===== src/rtl/anticoll_pkg.sv =====
package anticoll_pkg;
  typedef enum logic [1:0] {
    SQ_IDLE = 2'd0,
    SQ_SEND = 2'd1,
    SQ_WAIT = 2'd2
  } seq_state_t;
endpackage


===== src/rtl/anticoll_wait_timer.sv =====
module anticoll_wait_timer #(
  parameter int TIMEOUT = 32,
  localparam int CNT_W = $clog2(TIMEOUT + 1)
) (
  input  logic clk,
  input  logic rst_n,
  input  logic run,
  output logic expired
);
  logic [CNT_W-1:0] cnt_q;

  always_ff @(posedge clk) begin
    if (!rst_n || !run) cnt_q <= '0;
    else if (!expired)  cnt_q <= cnt_q + 1'b1;
  end

  assign expired = run && (cnt_q == CNT_W'(TIMEOUT - 1));

  p_cnt_bound_r5: assert property (@(posedge clk) disable iff (!rst_n)
    run |-> (cnt_q < CNT_W'(TIMEOUT)));
endmodule


===== src/rtl/anticoll_seq_ctrl.sv =====
module anticoll_seq_ctrl
  import anticoll_pkg::*;
#(
  parameter int         N_SLOTS  = 16,
  parameter logic [7:0] OPC_CALL = 8'h06,
  parameter logic [7:0] OPC_MARK = 8'h04,
  localparam int        SLOT_W   = $clog2(N_SLOTS)
) (
  input  logic              clk,
  input  logic              rst_n,
  input  logic              go,
  input  logic              cmd_ready,
  input  logic              rep_valid,
  input  logic              rep_crc_ok,
  input  logic              tmo,
  output logic              cmd_valid,
  output logic [7:0]        cmd_opcode,
  output logic [SLOT_W-1:0] cmd_slot,
  output logic              rep_ready,
  output logic              busy,
  output logic              done,
  output logic              clr,
  output logic              res_we,
  output logic              res_ok,
  output logic [SLOT_W-1:0] res_slot
);
  localparam logic [SLOT_W-1:0] LAST_SLOT = SLOT_W'(N_SLOTS - 1);

  seq_state_t        state_q;
  logic [SLOT_W-1:0] slot_q;
  logic              done_q;
  logic              took_rep;

  assign took_rep   = (state_q == SQ_WAIT) && rep_valid;
  assign res_we     = (state_q == SQ_WAIT) && (rep_valid || tmo);
  assign res_ok     = took_rep && rep_crc_ok;
  assign res_slot   = slot_q;
  assign clr        = (state_q == SQ_IDLE) && go;
  assign cmd_valid  = (state_q == SQ_SEND);
  assign cmd_slot   = slot_q;
  assign cmd_opcode = (slot_q == '0) ? OPC_CALL : OPC_MARK;
  assign rep_ready  = (state_q == SQ_WAIT);
  assign busy       = (state_q != SQ_IDLE);
  assign done       = done_q;

  always_ff @(posedge clk) begin
    if (!rst_n) begin
      state_q <= SQ_IDLE;
      slot_q  <= '0;
      done_q  <= 1'b0;
    end else begin
      case (state_q)
        SQ_IDLE: if (go) begin
          state_q <= SQ_SEND;
          slot_q  <= '0;
          done_q  <= 1'b0;
        end
        SQ_SEND: if (cmd_ready) state_q <= SQ_WAIT;
        SQ_WAIT: if (res_we) begin
          if (slot_q == LAST_SLOT) begin
            state_q <= SQ_IDLE;
            done_q  <= 1'b1;
          end else begin
            slot_q  <= slot_q + 1'b1;
            state_q <= SQ_SEND;
          end
        end
        default: state_q <= SQ_IDLE;
      endcase
    end
  end

  p_cmd_hold_r3: assert property (@(posedge clk) disable iff (!rst_n)
    (cmd_valid && !cmd_ready) |=> (cmd_valid && $stable(cmd_slot) && $stable(cmd_opcode)));
  p_slot_step_r2: assert property (@(posedge clk) disable iff (!rst_n)
    (res_we && (res_slot != LAST_SLOT)) |=> (cmd_valid && (cmd_slot == $past(res_slot) + 1'b1)));
  p_rep_only_wait_r4: assert property (@(posedge clk) disable iff (!rst_n)
    rep_ready |-> (busy && !cmd_valid));
  p_busy_done_r9: assert property (@(posedge clk) disable iff (!rst_n)
    !(busy && done));
  p_done_last_r9: assert property (@(posedge clk) disable iff (!rst_n)
    (res_we && (res_slot == LAST_SLOT)) |=> (done && !busy));
  p_start_r1: assert property (@(posedge clk) disable iff (!rst_n)
    (!busy && go) |=> (busy && cmd_valid && (cmd_slot == '0)));
endmodule


===== src/rtl/anticoll_result_store.sv =====
module anticoll_result_store #(
  parameter int  N_SLOTS    = 16,
  parameter int  BYTE_W     = 8,
  localparam int SLOT_W     = $clog2(N_SLOTS),
  localparam int MASK_BYTES = N_SLOTS / BYTE_W,
  localparam int ID_BASE    = 1 + MASK_BYTES,
  localparam int FRAME_LEN  = MASK_BYTES + N_SLOTS,
  localparam int ADDR_W     = $clog2(FRAME_LEN + 1)
) (
  input  logic              clk,
  input  logic              rst_n,
  input  logic              clr,
  input  logic              we,
  input  logic              ok,
  input  logic [SLOT_W-1:0] slot,
  input  logic [BYTE_W-1:0] id,
  input  logic [ADDR_W-1:0] rd_addr,
  output logic [BYTE_W-1:0] rd_data
);
  logic [N_SLOTS-1:0] mask_q;
  logic [BYTE_W-1:0]  ids_q [N_SLOTS];

  for (genvar s = 0; s < N_SLOTS; s++) begin : g_slot
    always_ff @(posedge clk) begin
      if (!rst_n || clr) begin
        mask_q[s] <= 1'b0;
        ids_q[s]  <= '0;
      end else if (we && (slot == SLOT_W'(s))) begin
        mask_q[s] <= ok;
        ids_q[s]  <= ok ? id : '0;
      end
    end
  end

  always_comb begin
    rd_data = '0;
    if (rd_addr == '0) rd_data = BYTE_W'(FRAME_LEN);
    for (int b = 0; b < MASK_BYTES; b++)
      if (rd_addr == ADDR_W'(1 + b)) rd_data = mask_q[b*BYTE_W +: BYTE_W];
    for (int s = 0; s < N_SLOTS; s++)
      if (rd_addr == ADDR_W'(ID_BASE + s)) rd_data = ids_q[s];
  end

  p_clear_r10: assert property (@(posedge clk) disable iff (!rst_n)
    clr |=> (mask_q == '0));
  p_fail_empty_r7: assert property (@(posedge clk) disable iff (!rst_n)
    (we && !ok && !clr) |=> (mask_q[$past(slot)] == 1'b0));
  p_ok_set_r6: assert property (@(posedge clk) disable iff (!rst_n)
    (we && ok && !clr) |=> (mask_q[$past(slot)] == 1'b1));
endmodule


===== src/rtl/slot_anticoll_seq.sv =====
module slot_anticoll_seq #(
  parameter int         TIMEOUT  = 32,
  parameter logic [7:0] OPC_CALL = 8'h06,
  parameter logic [7:0] OPC_MARK = 8'h04
) (
  input  logic       clk,
  input  logic       rst_n,
  input  logic       go,
  output logic       cmd_valid,
  input  logic       cmd_ready,
  output logic [7:0] cmd_opcode,
  output logic [3:0] cmd_slot,
  input  logic       rep_valid,
  output logic       rep_ready,
  input  logic [7:0] rep_id,
  input  logic       rep_crc_ok,
  input  logic [4:0] rd_addr,
  output logic [7:0] rd_data,
  output logic       busy,
  output logic       done
);
  localparam int N_SLOTS = 16;
  localparam int BYTE_W  = 8;

  logic       tmo;
  logic       clr;
  logic       res_we;
  logic       res_ok;
  logic [3:0] res_slot;

  anticoll_seq_ctrl #(
    .N_SLOTS (N_SLOTS),
    .OPC_CALL(OPC_CALL),
    .OPC_MARK(OPC_MARK)
  ) u_ctrl (
    .clk       (clk),
    .rst_n     (rst_n),
    .go        (go),
    .cmd_ready (cmd_ready),
    .rep_valid (rep_valid),
    .rep_crc_ok(rep_crc_ok),
    .tmo       (tmo),
    .cmd_valid (cmd_valid),
    .cmd_opcode(cmd_opcode),
    .cmd_slot  (cmd_slot),
    .rep_ready (rep_ready),
    .busy      (busy),
    .done      (done),
    .clr       (clr),
    .res_we    (res_we),
    .res_ok    (res_ok),
    .res_slot  (res_slot)
  );

  anticoll_wait_timer #(.TIMEOUT(TIMEOUT)) u_timer (
    .clk    (clk),
    .rst_n  (rst_n),
    .run    (rep_ready),
    .expired(tmo)
  );

  anticoll_result_store #(.N_SLOTS(N_SLOTS), .BYTE_W(BYTE_W)) u_store (
    .clk    (clk),
    .rst_n  (rst_n),
    .clr    (clr),
    .we     (res_we),
    .ok     (res_ok),
    .slot   (res_slot),
    .id     (rep_id),
    .rd_addr(rd_addr),
    .rd_data(rd_data)
  );
endmodule


===== config.mk =====
export PLATFORM = sky130hd
export DESIGN_NAME = slot_anticoll_seq
export DESIGN_NICKNAME = d
export VERILOG_FILES = /design/src/rtl/anticoll_pkg.sv /design/src/rtl/anticoll_wait_timer.sv /design/src/rtl/anticoll_seq_ctrl.sv /design/src/rtl/anticoll_result_store.sv /design/src/rtl/slot_anticoll_seq.sv
export SDC_FILE = /design/constraint.sdc
export NUM_CORES = 1
export LEC_CHECK = 0
export ABC_AREA = 1
export CAP_MARGIN = 20
export CORE_UTILIZATION = 57
export DETAILED_ROUTE_END_ITERATION = 12
export DONT_BUFFER_PORTS = 1
export GPL_ROUTABILITY_DRIVEN = 0
export HOLD_SLACK_MARGIN = 0.1
export PLACE_DENSITY = 0.8
export SYNTH_ARGS = -nofsm -noshare
export SYNTH_HDL_FRONTEND = slang
export SYNTH_SLANG_ARGS = --single-unit

===== constraint.sdc =====
create_clock -name clk -period 2.2 [get_ports clk]
set_input_delay 0.33 -clock clk [delete_from_list [all_inputs] [get_ports clk]]
set_output_delay 0.33 -clock clk [all_outputs]
set_load 0.02 [all_outputs]

[Yosys cells after proc, flatten, opt, wreduce, memory -nomap -nowiden]
Memories as Yosys holds them, arrays and structs flattened.
Index checks and enable logic that the tools add are counted.
Word-level totals
  logic and storage cells: 214
  bits of input ports: 19
  output and inout port bits: 24
  register bits: 29
  bits in writable memories: 128
  bits in latches: 0
  bits in read-only memories: 0
  memories: 1
Cells by class
  eq/ne operators: 41
  multipliers: 0
  reduce and logical (&&, ||, !) cells: 34
  bitwise gates (word level): 16
  add/subtract/negate cells: 2
  shifts and indexed selects: 0
  multiplexer cells: 100
  $lt $le $gt $ge: 0
  divide/modulo/power cells: 0
Memories
  u_store.ids_q: depth 16, bits a word 8, read ports 16, clocked after memory_dff 0, write ports 16, line anticoll_result_store.sv:21  | logic [BYTE_W-1:0] ids_q [N_SLOTS];
Operators by type and width (count)
  two-way mux 8 bit: 35
  two-way mux 1 bit: 54
  == test 5 x 4 -> 1 bit, second input constant: 8
  == test 4 bit, second input constant: 8
  logical AND 1 bit: 21
  == test 5 x 3 -> 1 bit, second input constant: 4
  == test 4 x 3 -> 1 bit, second input constant: 4
  OR 1 bit: 16
  == test 5 bit, second input constant: 3
  two-way mux 4 bit: 3
  == test 5 x 2 -> 1 bit, second input constant: 2
  == test 4 x 2 -> 1 bit, second input constant: 2
  two-way mux 2 bit: 4
  case mux 4 bit (2 select lines): 1
  AND reduction 4 bit: 2
  adder 6 x 1 -> 6 bit, second input constant: 1
  == test 6 x 5 -> 1 bit, second input constant: 1
  inequality test 2 bit, second input constant: 3
  case mux 2 bit (3 select lines): 1
  == test 5 x 1 -> 1 bit, second input constant: 1
  logical NOT 5 bit: 1
  two-way mux 5 bit: 1
  adder 4 x 1 -> 4 bit, second input constant: 1
  == test 4 x 1 -> 1 bit, second input constant: 1
  other kinds (10): 15

[Longest topological paths before layout]
Gate-level depths: netlist of run 1.
  depth in word-level cells: 20
  depth in mapped cells: 16

[Modules after synthesis]
A second synthesis of run 1 with hierarchy kept.
Unflattened totals
  cells, all modules: 834
  area total of the unflattened synthesis: 7362.1 um2
By module, submodules not included
  anticoll_result_store: instances 1, seq. area each 4164.0 um2, area an instance 6511.2 um2, cells an instance 707
  anticoll_seq_ctrl: instances 1, seq. area each 140.1 um2, area an instance 543.0 um2, cells an instance 81
  anticoll_wait_timer: instances 1, seq. area each 120.1 um2, area an instance 307.8 um2, cells an instance 46

[Worst setup path before layout of run 1]
Ideal clock, no wire load.
  path type: reg2reg
  from: register u_ctrl.state_q[1]
  to: memory u_store.ids_q[15][0] (netlist: u_store.ids_q[1][56]) (enable)
  setup time: 0.386 ns
  arrival time: 1.802 ns
  period minus slack after synthesis: 2.188 ns
  stages on the path, launching flop included: 9
  data required time: 1.814 ns
  setup slack: 0.012 ns
  cell sequence: dfxtp_1 > inv_2 > nor2_4 > inv_2 > nor3_4 > nand2_2 > clkinv_2 > a21oi_4 > o21ai_0
RTL lines
  start: declaration: line anticoll_seq_ctrl.sv:29  | seq_state_t state_q;
  start signal: assignment: line anticoll_seq_ctrl.sv:48  | state_q <= SQ_IDLE;
  start signal: assignment: line anticoll_seq_ctrl.sv:54  | state_q <= SQ_SEND;
  start signal: assignment: line anticoll_seq_ctrl.sv:58  | SQ_SEND: if (cmd_ready) state_q <= SQ_WAIT;
  end: declaration: line anticoll_result_store.sv:21

==> qor_table.md, run 1 <==
| Parameter | This run | Unit |
|:---|:---|:---|
| Number of global-route vias before repair | 5,718 | - |
| Die H | 116.1 | um |
| Shortest clock period the worst path allows after layout | 2461 | ps |
| Count of placed standard cells including taps | 1,004 | - |
| Number of diodes | 0 | - |
| DRC | 0 | - |
| RSZ-0062 raised after global routing | yes | - |
| TritonCTS clock tree | done | - |
| Leading cell types in the layout, fill and taps excluded | 159 x nand2_1, 155 x nor2_1, 128 x edfxtp_1 | - |
| Total Routed Length | 18,960 | um |
| CP endpoint kind | primary output | - |
| Horiz. Die Dim | 116.1 | um |
| Max-capacitance violation count | 0 | - |
| Total global routing overflow | 0 | - |
| Final net count | 879 | - |
| Setup-failing EPs final | 6 | - |
| Summed area of non-filler cells in the final layout | 8687 | um^2 |
| Maximum vdd ir drop | 951.4 | uV |
| WS Path Type | reg2out | - |
| Transition time at the pin with the least slew margin | 780.2 | ps |
| Area of placed instances | 7898 | um^2 |
| Total Die Area | 13,480 | um^2 |
| Post-synthesis cell type count | 33 | - |
| Gate Count Post-Synth | 800 | - |
| Count of warnings emitted by yosys | 0 | - |
| Clock Latency Late Sink | 430 | ps |
| Synth top area cells | edfxtp_1 52%, nand2_1 8.6%, nor2_1 8.3% | - |
| Result of the run | finished with violations | - |
| Total clock buffers created by CTS | 17 | - |
| Final count of pins violating max slew | 0 | - |
| Final design utilization | 68.56 | % |
| Final Cycle Share | 111.9 | % |
| Maximum clock frequency | 0.4064 | GHz |
| Area of the core | 12,670 | um^2 |
| First-pass GRT wire length | 29,090 | um |
| HPWL reported at the end of detailed placement | 13,250 | um |
| Crit path max fanout | 1 | - |
| Final hold violation count | 0 | - |
| Pwr/cell area | 768.0 | nW/um^2 |
| Number of vias after detailed routing | 5,867 | - |
| Clock Skew | 8.353 | ps |
| Initial cell density of the core | 58.59 | % |
| Layout cell share with drive strength beyond 1 | 24.77 | % |
| Residual antenna-violating net count after detailed routing | 0 | - |
| Synth area leader | edfxtp_1 | - |
| Final worst setup slack | -260.8 | ps |
| Category of the worst setup path launch point | flop | - |
| Initial antenna violation count | 0 | - |
| Normalized max-slew margin | 47.93 | % |
| IO Pins | 43 | - |
| Average wire per standard cell | 18.23 | um |
| Growth of design area from synthesis to finish | 17.02 | % |
| Total number of H-tree levels | 4 | - |
| Sequential-to-total area share from yosys stat | 59.60 | % |
| Pin count of the biggest net entering global routing | 21 | - |
| Static Leak | 3.662 | nW |
| Buffers added on ports | 0 | - |
| Register bit total from synthesis | 157 | - |
| Post-Synthesis Cell Area | 7423 | um^2 |
| Failing checks | negative setup slack | - |
| Initial DRC Count | 525 | - |
| Std cell rows | 41 | - |
| Root Buffer | clkbuf_16 | - |
| Average via count per standard cell | 5.641 | - |
| Power after layout | 6.672 | mW |
| Data arrival time of the critical path | 2130 | ps |
| First-pass iteration count of the detailed router | 5 | - |
| R2R setup slack | 170 | ps |
| Overall routing resource usage | 29.86 | % |
| Final-layout setup total negative slack | -635.1 | ps |
| Share of the synthesized area in the top cell type | 51.78 | % |
| Min-Delay Path Class | in2reg | - |
| Required time reported for the critical path endpoint | 1870 | ps |
| Synthesized area divided by synthesized cell count | 9.279 | um^2 |
| Leading cell type in the layout, fill and taps excluded | nand2_1 | - |
| Longest Clk Path Bufs | 2 | - |
| Clock-pin transition on the worst setup and hold timing paths | 60 | ps |
| Post-layout instance count excluding filler cells | 1,040 | - |
| Worst hold slack | 121.1 | ps |
| Clock sink count | 157 | - |
| Post-Place Setup Slack | -81.55 | ps |
critical path: stages, from the launching register on:
cell and delay [ps]:
edfxtp_1 440, nand2_2 100, nand3_2 90, nor2_2 100, nand4_1 160, nor2_1 150, nand4_1 100, nor2_2 130
nand3_2 80, nand2_1 70, nand4_1 290
where the power goes:
group          internal [mW]  switching (mW)  leakage, nW  total (mW)
clock network           1.58            1.24        0.275        2.81
registers               3.38          0.0566         1.63        3.43
logic                 0.0973           0.330         1.76       0.427
total                   5.05            1.62         3.66        6.67
final timing paths:
check / cells past startpoint / end / from
min: 3 / u_ctrl.state_q[1]$_SDFFE_PN0P_ / rep_valid
min reg2reg: 2 / u_store.mask_q[5]$_SDFFE_PP0P_ / u_store.mask_q[5]$_SDFFE_PP0P_
max: 10 / rd_data[0] / u_store.ids_q[0][0]$_SDFFCE_PN0P_
max reg2reg: 11 / u_store.ids_q[0][59]$_SDFFCE_PN0P_ / u_timer.cnt_q[1]$_SDFFE_PP0N_
flip-flops by register name, indices dropped and copies added, names as in the netlist:
register / flops
u_store.mask_q: 16
u_ctrl.cmd_slot: 4
u_store.ids_q: 128
u_ctrl.state_q: 2
u_timer.cnt_q: 6
u_ctrl.done: 1
final cells by class:
type / count / area (um^2)
clock buffer: 18 / 429.2
clock inverter: 14 / 130.1
fill: 955 / 3984
inverter: 105 / 400.4
multi-input combinational: 525 / 2700
sequential: 157 / 4432
tap: 172 / 215.2
timing repair buffer: 49 / 380.4
cell families after synthesis:
family / count (synthesis) / synth area share, %
flip-flops: 157 / 59.60
other: 2 / 0.1012
AO/OA/AOI/OAI: 48 / 3.489
adder cells (fa/ha/maj): 5 / 0.8427
AND/OR/NAND/NOR: 464 / 29.14
XOR/XNOR: 1 / 0.1180
buffers and inverters: 123 / 6.708
routing by layer:
layer | up-vias | global-route usage (%) | wire length, um
met1 | 2828 | 37.09 | 7363
met3 | 65 | 7.628 | 1705
met4 | 0 | 15.47 | 745
met2 | 285 | 48.53 | 9147
met5 | - | 0 | 0
li1 | 2689 | - | -
cells in the mapped netlist, drive strengths merged:
cell and number:
buf 8, a31oi 2, xor2 1, edfxtp 128, clkbuf 10, dfxtp 29, a21oi 11, conb 2
nand3 33, nand4 30, nor3 7, a211oi 2, o21ai 33, nor3b 1, nor2 202, clkinv 1
inv 104, or2 13, ha 5, nand2 178
what timing repair did:
action                                 in CTS  in global routing
hold buffers                                2                  0
cloned                                      0                  0
pin swaps                                   3                 17
setup endpoints to repair                  64                 76
endpoints found under the hold margin       2                  0
setup buffers                               1                  1
gates resized for setup                    18                 43
(Power assumes the default switching activity.)
==> run 2, diff against run 1 <==
--- a/config.mk
+++ b/config.mk
@@ -7,6 +7,7 @@
 export LEC_CHECK = 0
 export ABC_AREA = 1
 export CAP_MARGIN = 20
+export CORE_MARGIN = 10
 export CORE_UTILIZATION = 57
 export DETAILED_ROUTE_END_ITERATION = 12
 export DONT_BUFFER_PORTS = 1
==> run 2 against run 1 <==
The flow still finishes with violations (negative setup slack). Via count stayed put. Global-route usage fell by 8.7 points. Flip-flop and latch count stayed put. Die area increased by 33%. Clock skew is 2.3 ps higher. Final area barely moved. Sequential share of layout area shrank 0.058 points. Critical path type unchanged. Critical endpoint is now rd_data[7].
==> qor_table.md, run 2 (synthesis gave the netlist of run 1 again) <==
| Parameter | This run | Unit | Change |
|:---|:---|:---|:---|
| Result of the run | finished with violations | - | unchanged |
| Failing checks | negative setup slack | - | unchanged |
| Clock-pin transition on the worst setup and hold timing paths | 60 | ps | about the same |
| Maximum clock frequency | 0.4212 | GHz | was 0.4064 GHz |
| Normalized max-slew margin | 46.30 | % | was 47.93% |
| Horiz. Die Dim | 134.1 | um | was 116.1 um |
| WS Path Type | reg2out | - | unchanged |
| Final worst setup slack | -174.2 | ps | was -260.8 ps |
| Worst hold slack | 115.2 | ps | was 121.1 ps |
| Max-capacitance violation count | 0 | - | unchanged |
| Transition time at the pin with the least slew margin | 804.6 | ps | was 780.2 ps |
| Largest registers | u_store.ids_q x128, u_store.mask_q x16, u_timer.cnt_q x6 | - | unchanged |
| Die H | 134.1 | um | was 116.1 um |
| Power after layout | 6.690 | mW | was 6.672 mW |
| Crit path max fanout | 2 | - | was 1 |
| Worst-path cell with the longest stage delay | dfxtp_2 | - | was edfxtp_1 |
| Final design utilization | 68.58 | % | was 68.56% |
| Initial antenna violation count | 0 | - | unchanged |
| Hold-critical path depth | 3 | - | unchanged |
| TritonCTS clock tree | done | - | unchanged |
| Cell class contributing the biggest share of worst-path delay | simple AND/OR/NAND/NOR gates | - | unchanged |
| Root Buffer | clkbuf_16 | - | unchanged |
| Min-delay src | rep_valid | - | unchanged |
| Final hold violation count | 0 | - | unchanged |
| Static Leak | 3.671 | nW | was 3.662 nW |
| CP endpoint kind | primary output | - | unchanged |
| R2R setup slack | 110 | ps | was 170 ps |
| Required time reported for the critical path endpoint | 1870 | ps | about the same |
| Initial DRC Count | 606 | - | was 525 |
| Number of diodes | 0 | - | unchanged |
| Total Die Area | 17,990 | um^2 | was 13,480 um^2 |
| Layout cell share with drive strength beyond 1 | 24.14 | % | was 24.77% |
| List of cells traversed by the critical path | nand2_1 > o21ai_0 > nor2_1 > nand4_1 > nand2_1 > nand4_1 > nor2_2 > nand4_1 > nand2_1 > nand4_1 | - | was nand2_2 > nand3_2 > nor2_2 > nand4_1 > nor2_1 > nand4_1 > nor2_2 > nand3_2 > nand2_1 > nand4_1 |
| FF-to-FF Start | u_timer.cnt_q[0]$_SDFFE_PP0N_ | - | was u_timer.cnt_q[1]$_SDFFE_PP0N_ |
| Pwr/cell area | 769.9 | nW/um^2 | was 768.0 nW/um^2 |
| First-pass GRT wire length | 29,730 | um | was 29,090 um |
| Worst-case reg-to-reg path depth | 12 | - | was 11 |
| First-pass iteration count of the detailed router | 5 | - | unchanged |
| Number of global-route vias before repair | 5,906 | - | was 5,718 |
| Final count of pins violating max slew | 0 | - | unchanged |
| IO Pins | 43 | - | unchanged |
| Post-layout instance count excluding filler cells | 1,042 | - | was 1,040 |
| Worst-case hold path end point | u_ctrl.state_q[1]$_SDFFE_PN0P_ | - | unchanged |
| Area of the core | 12,670 | um^2 | unchanged |
| Data arrival time of the critical path | 2040 | ps | was 2130 ps |
| Leading cell types in the layout, fill and taps excluded | 160 x nor2_1, 157 x nand2_1, 128 x edfxtp_1 | - | was 159 x nand2_1, 155 x nor2_1, 128 x edfxtp_1 |
| RSZ-0062 raised after global routing | yes | - | unchanged |
| Min-Delay Path Class | in2reg | - | unchanged |
| Most numerous cell on the critical path | nand4_1 | - | unchanged |
| Largest stage delay, worst path | 340 | ps | was 440 ps |
| Final Cycle Share | 107.9 | % | was 111.9% |
| DRC | 0 | - | unchanged |
| Initial cell density of the core | 58.59 | % | unchanged |
| Category of the worst setup path launch point | flop | - | unchanged |
| Longest Clk Path Bufs | 2 | - | unchanged |
| Setup-failing EPs final | 5 | - | was 6 |
| Growth of design area from synthesis to finish | 17.06 | % | was 17.02% |
| Total clock buffers created by CTS | 17 | - | unchanged |
| Leading cell type in the layout, fill and taps excluded | nor2_1 | - | was nand2_1 |
| Capture instance of the worst register-to-register path | u_store.ids_q[1][17]$_SDFFCE_PN0P_ | - | was u_store.ids_q[0][59]$_SDFFCE_PN0P_ |
| Overall routing resource usage | 21.20 | % | was 29.86% |
| Max FFs per register | 128 | - | unchanged |
| Total Routed Length | 18,960 | um | unchanged |
| Maximum vdd ir drop | 949.3 | uV | was 951.4 uV |
| Final net count | 881 | - | was 879 |
| Most flop-heavy register | u_store.ids_q | - | unchanged |
| Clock Skew | 10.67 | ps | was 8.353 ps |
| Average wire per standard cell | 18.20 | um | was 18.23 um |
| Post-Place Setup Slack | -100.7 | ps | was -81.55 ps |
| Average via count per standard cell | 5.631 | - | was 5.641 |
| Fillers | 946 | - | was 955 |
| Pin count of the biggest net entering global routing | 21 | - | unchanged |
| Total number of H-tree levels | 4 | - | unchanged |
| Residual antenna-violating net count after detailed routing | 0 | - | unchanged |
| Number of vias after detailed routing | 5,867 | - | unchanged |
| Shortest clock period the worst path allows after layout | 2374 | ps | was 2461 ps |
| Clock sink count | 157 | - | unchanged |
| Clock Latency Late Sink | 430 | ps | about the same |
| Std cell rows | 41 | - | unchanged |
| Buffers added on ports | 0 | - | unchanged |
| Total global routing overflow | 0 | - | unchanged |
| HPWL reported at the end of detailed placement | 13,640 | um | was 13,250 um |
| Post-CTS setup-driven buffer insertion count | 0 | - | was 1 |
| Worst path buffer plus inverter count | 0 | - | unchanged |
| Count of placed standard cells including taps | 1,008 | - | was 1,004 |
## run 2: cell count changes in the layout (fill, tap and decap cells not counted), moves of 3 or more
cell	delta
clkinv_4	+3
dfxtp_1	+3
dfxtp_2	-3
nor2_1	+5
nor2_2	-5
## run 2: cell type report
class                      count  area, um^2  area share (%)
timing repair buffer          51       391.6           4.507
multi-input combinational    525        2680           30.84
sequential                   157        4428           50.96
inverter                     105       400.4           4.608
clock buffer                  19       442.9           5.097
clock inverter                13       131.4           1.512
tap                          172       215.2           2.477
## run 2: worst register-to-register path, stage by stage (launching register included)
cell	delay, ps
dfxtp_1	310
ha_1	210
nand3_1	120
inv_1	60
nand2_2	80
clkinv_2	70
a21oi_4	280
inv_6	70
nand2_4	80
buf_4	150
nor2_4	40
inv_1	60
nand2_1	230
## run 2: report_power, final
part	switching, mW	total, mW	internal [mW]
clock network	1.23	2.84	1.61
logic	0.328	0.420	0.0919
registers	0.0541	3.43	3.38
total	1.61	6.69	5.08
## run 2: per-layer routing
layer | GRT usage [%] | up-vias | share of wire (%)
li1 | - | 2694 | -
met1 | 25.45 | 2800 | 40
met2 | 34.44 | 315 | 48
met3 | 4.854 | 58 | 8.2
met4 | 12.15 | 0 | 4.0
met5 | 0 | - | 0
## run 2: timing repair
item,4_1_cts,5_1_grt
pin swaps,4,16
endpoints found under the hold margin,2,0
setup endpoints to repair,23,102
hold buffers,2,0
resized for setup,13,38
## run 2: how the worst max path moves through the flow
stage,endpoint,cells after the start,from
3_3_place_gp,rd_data[3],12,rd_addr[3]
2_1_floorplan,u_store.ids_q[1][56]$_SDFFCE_PN0P_,8,u_ctrl.state_q[1]$_SDFFE_PN0P_
6_report,rd_data[7],10,u_store.mask_q[15]$_SDFFE_PP0P_
5_1_grt,rd_data[7],10,u_store.ids_q[0][7]$_SDFFCE_PN0P_
4_1_cts,rd_data[7],10,u_store.ids_q[0][7]$_SDFFCE_PN0P_
3_5_place_dp,rd_data[7],15,rd_addr[1]
## run 2: through the flow
step / setup TNS (ps) / cell area [um^2]
floorplan: 0 / 7442
global placement: -77.70 / 7928
detailed placement: -1290 / 7928
CTS: -578.8 / 8567
global route: -1639 / 8690
finish: -690.8 / 8690
